`config.mk`:
```
export PLATFORM = sky130hd
export DESIGN_NAME = vec_irq_ctrl
export DESIGN_NICKNAME = d
export VERILOG_FILES = /design/src/rtl/vec_irq_ctrl.sv
export SDC_FILE = /design/constraint.sdc
export NUM_CORES = 1
export LEC_CHECK = 0
export ABC_AREA = 1
export ABC_CLOCK_PERIOD_IN_PS = 1200
export CORE_ASPECT_RATIO = 0.8
export CORE_MARGIN = 2
export CORE_UTILIZATION = 25
export DETAILED_ROUTE_END_ITERATION = 7
export PLACE_DENSITY_LB_ADDON = 0.3
export SYNTH_ARGS = -nofsm -noshare
export SYNTH_HDL_FRONTEND = slang
export SYNTH_SLANG_ARGS = --single-unit
```
`constraint.sdc`:
```
create_clock -name clk -period 1.2 [get_ports clk]
set_input_delay 0.36 -clock clk [delete_from_list [all_inputs] [get_ports clk]]
set_output_delay 0.36 -clock clk [all_outputs]
set_load 0.005 [all_outputs]
```
`src/rtl/vec_irq_ctrl.sv`:
```
module vec_irq_ctrl #(
  parameter logic [15:0] NMI_VEC  = 16'h0024,
  parameter logic [15:0] EDGE_VEC = 16'h003C,
  parameter logic [15:0] HI_VEC   = 16'h0034,
  parameter logic [15:0] LO_VEC   = 16'h002C
) (
  input  logic        clk,
  input  logic        rst_n,
  input  logic        nmi_req_i,
  input  logic        edge_req_i,
  input  logic        lvl_hi_req_i,
  input  logic        lvl_lo_req_i,
  input  logic        ext_req_i,
  input  logic [7:0]  ack_byte_i,
  input  logic        ack_i,
  input  logic        cfg_wr_i,
  input  logic [7:0]  cfg_data_i,
  input  logic        ie_set_i,
  input  logic        ie_clr_i,
  input  logic        ser_in_i,
  output logic        ser_out_o,
  output logic [7:0]  status_o,
  output logic        irq_o,
  output logic [15:0] vec_o
);

  logic [2:0] mask_q;
  logic       ie_q, edge_q, edge_d, sout_q;
  logic       take_mask, take_edge;
  logic       unused_bit;

  assign unused_bit = cfg_data_i[5];

  wire       edge_rise = edge_req_i & ~edge_d;
  wire [2:0] avail     = ~mask_q & {edge_q, lvl_hi_req_i, lvl_lo_req_i} & {3{ie_q}};
  wire       ext_av    = ie_q & ext_req_i;

  always_comb begin
    irq_o     = 1'b1;
    vec_o     = NMI_VEC;
    take_mask = 1'b0;
    take_edge = 1'b0;
    if (nmi_req_i) begin
      vec_o = NMI_VEC;
    end else if (avail[2]) begin
      vec_o = EDGE_VEC;
      take_mask = ack_i;
      take_edge = ack_i;
    end else if (avail[1]) begin
      vec_o = HI_VEC;
      take_mask = ack_i;
    end else if (avail[0]) begin
      vec_o = LO_VEC;
      take_mask = ack_i;
    end else if (ext_av) begin
      vec_o = {5'b0, ack_byte_i, 3'b000};
      take_mask = ack_i;
    end else begin
      irq_o = 1'b0;
      vec_o = 16'h0000;
    end
  end

  assign status_o  = {ser_in_i, edge_q, lvl_hi_req_i, lvl_lo_req_i, ie_q, mask_q};
  assign ser_out_o = sout_q;

  always_ff @(posedge clk) begin
    if (!rst_n) begin
      mask_q <= 3'b111;
      ie_q   <= 1'b0;
      edge_q <= 1'b0;
      edge_d <= 1'b0;
      sout_q <= 1'b0;
    end else begin
      edge_d <= edge_req_i;
      if (cfg_wr_i && cfg_data_i[3]) mask_q <= cfg_data_i[2:0];
      if (cfg_wr_i && cfg_data_i[6]) sout_q <= cfg_data_i[7];
      if (edge_rise)
        edge_q <= 1'b1;
      else if (take_edge || (cfg_wr_i && cfg_data_i[4]))
        edge_q <= 1'b0;
      if (ie_clr_i || take_mask)
        ie_q <= 1'b0;
      else if (ie_set_i)
        ie_q <= 1'b1;
    end
  end

endmodule

```
==> results.json <==
{
  "status": "complete, but fails checks",
  "violations": "setup timing",
  "synth-seq-cells": 7,
  "drtAntennaViolNets": 0,
  "skew_ns": 0.002138,
  "yosys.area.top_type": "dfxtp_1",
  "core_area_um2": 1892,
  "io_buffers": 43,
  "root_buffer": "clkbuf_4",
  "routabilityCongestion": 0.6502,
  "crit_path_end_kind": "primary output",
  "synth_top_area_share_pct": 27.86,
  "grt_pass1_wl_mm": 2.877,
  "maxCapViolations": 0,
  "fp.dieW_um": 54.15,
  "initial_utilization_pct": 26.59,
  "grtUsageMet2_pct": 33.25,
  "antenna_found_initial": 0,
  "start_kind": "flip-flop",
  "cp.required_ns": 0.84,
  "cts_buffer_depth": 2,
  "grt.busiest_layer": "met2",
  "rr_startpoint": "ie_q",
  "critical_path_depth": 7,
  "dieHeight_um": 44.12,
  "rsz0062_at_grt": "yes",
  "slew_viol_final": 0,
  "worst-path-buf-inv": 4,
  "finalWirelength_mm": 1.803,
  "rrSetupSlack_ns": 0.10,
  "diodes": 0,
  "cts_tree": "done",
  "critPathCapture": "vec_o[5]",
  "grt.total_usage_pct": 16.61,
  "syn2layout_area_growth_pct": 132.6,
  "fin_ws_ns": -0.5135,
  "crit_type": "flip-flop to primary output",
  "io_pins": 54,
  "cts_buffers": 3,
  "synthDistinctLibCells": 18,
  "drive_gt1_share_pct": 43.62,
  "p_comb_share_pct": 36.1,
  "route.detailed.drc": 0,
  "clkTransAtPathRegs_ns": 0.05,
  "htree_levels": 1,
  "cpPeakStageDelay_ns": 0.36,
  "powerDensity_nw_per_um2": 629.7,
  "multi_input_area_um2": 331.6,
  "fillerInstances": 191,
  "min-delay-path-class": "flip-flop to flip-flop",
  "crit_family": "buffers and inverters",
  "die-area_um2": 2389,
  "p_total_mw": 0.7366,
  "reg2reg_depth": 7,
  "slowest_stage": "dfxtp_4",
  "yosys_warnings": 0,
  "ys_seq_area_share_pct": 27.86,
  "final-seq-area_um2": 148.9,
  "cp.arrival_ns": 1.35,
  "wl_per_cell_um": 10.42,
  "worstSkewPairLatency_ns": 0.25,
  "cp_max_fo": 5,
  "hold_viol": 0,
  "post-route-min-period_ns": 1.714,
  "seqPwrFrac_pct": 35.3,
  "syn_inst": 80,
  "r2r_end": "ie_q",
  "grt_overflow": 0,
  "avgSynthCellArea_um2": 6.287,
  "synthTopCellsByArea": "dfxtp_1, buf_4, nand2_1",
  "rows": 14,
  "fin_nets": 178,
  "clockPowerShare_pct": 28.6,
  "hold_slack_ns": 0.4650,
  "stdcell_count": 173,
  "power.switching_mw": 0.1893,
  "power.leakage_nw": 0.6089,
  "num_vias": 724,
  "viasPerCell": 4.185,
  "crit_start": "ie_q",
  "dpl.hpwl_mm": 1.311,
  "grt_max_degree": 6,
  "path_cells": "buf_4, nand2_4, inv_4, buf_6, a21oi_2, nand4_1, buf_2",
  "syn_area_um2": 503.0,
  "grt_pass1_vias": 733,
  "cts_num_sinks": 7,
  "ir_drop_mv": 0.4553,
  "dp_cells": 157,
  "intPower_mw": 0.5473,
  "dr.pass1.iters": 4,
  "fmax_mhz": 583.6,
  "fin_crit_sh_pct": 142.8,
  "grt_util_met3_pct": 5.405,
  "grtUsageMet1_pct": 15.02,
  "ctsHoldBuffers": 0,
  "setup_viol": 11,
  "switching_share_pct": 25.70,
  "drt_iter0_drc": 9
}
cell usage in the layout, fill, tap and decap left out:
master           count
a21oi_1              3
a21oi_2              1
a31oi_1              1
buf_12               1
buf_2               11
buf_4               24
buf_6                7
clkbuf_1             1
clkbuf_2             1
clkbuf_4             3
clkdlybuf4s15_1      2
clkdlybuf4s50_1     21
conb_1               7
dfxtp_1              2
dfxtp_2              4
dfxtp_4              1
dlygate4sd2_1        4
inv_1                6
inv_4                1
nand2_1             20
nand2_2              1
nand2_4              1
nand3_1              7
nand3_2              1
nand3b_1             1
nand3b_4             1
nand4_1              1
nor2_1               4
nor2_2               3
nor2_4               4
nor3_1               1
o211ai_1             1
o21ai_0              1
o21bai_1             1
what timing repair did:
item / CTS / global route
setup buffers: 12 / 1
gates resized for setup: 83 / 12
endpoints found under the setup margin: 18 / 15
pin swaps: 11 / 9
worst min-delay path by stage:
stage | startpoint | to | slack (ns) | depth (start not counted)
4_1_cts | ser_out_o | ser_out_o | 0.47 | 2
6_report | ser_out_o | ser_out_o | 0.47 | 2
2_1_floorplan | rst_n | mask_q[1] | 0.44 | 1
5_1_grt | ser_out_o | ser_out_o | 0.49 | 2
3_3_place_gp | ser_out_o | ser_out_o | 0.44 | 2
3_5_place_dp | ser_out_o | ser_out_o | 0.46 | 2
state kept, by name (all words and copies together) (netlist names):
name       flops
edge_d         1
ie_q           1
edge_q         1
mask_q         3
ser_out_o      1
Yosys cell counts:
cell type,count
nand3b_2,1
nor2_1,11
buf_4,12
a31oi_1,1
a21oi_1,4
nand4_1,1
nand2_1,21
nor3_1,1
inv_1,6
conb_1,1
o21bai_1,1
dfxtp_1,7
inv_2,1
o211ai_1,1
nand3_1,8
o21ai_0,1
nand2_2,1
nand3b_1,1
cell type report:
type | instances | share of cell area, %
tap | 24 | 2.567
inverter | 7 | 2.460
multi-input combinational | 60 | 28.34
sequential | 7 | 12.73
clock buffer | 4 | 2.246
timing repair buffer | 71 | 51.66
through the flow:
stage | area (um^2) | util [%] | setup slack (ns) | setup TNS, ns
after floorplan | 541.8 | - | -0.05019 | -0.2610
after global placement | 1032 | 54.56 | -1.019 | -11.80
after detailed placement | 1032 | 54.56 | -1.060 | -12.06
after CTS | 1127 | 59.59 | -0.5334 | -5.049
after global routing | 1170 | 61.84 | -0.6011 | -5.531
final | 1170 | 61.84 | -0.5135 | -4.677
metal layers:
layer / vias to the layer above / share of wire [%] / wire length [um]
met5: - / 0 / 0
li1: 377 / - / -
met1: 309 / 34 / 612
met3: 0 / 13 / 227
met4: 0 / 0 / 0
met2: 38 / 53 / 963
worst min-delay path, cell delays in order (launching register included):
cell,delay [ns]
dfxtp_1,0.31
nand2_1,0.06
a21oi_1,0.05
power by group through the flow:
stage	sequential [mW]	combinational (mW)	clock (mW)
final	0.260	0.266	0.211
after detailed placement	0.265	0.238	0
after global routing	0.262	0.292	0.239
after CTS	0.260	0.248	0.224
after global placement	0.265	0.235	0
after floorplan	0.265	0.0840	0
cell families after synthesis:
group / count (synthesis) / share of synthesized area, %
flops: 7 / 27.86
simple gates: 45 / 39.06
other cells: 1 / 0.7456
compound gates: 8 / 9.205
buf+inv: 19 / 23.13
Note: power is estimated with default switching activity, not from simulation.
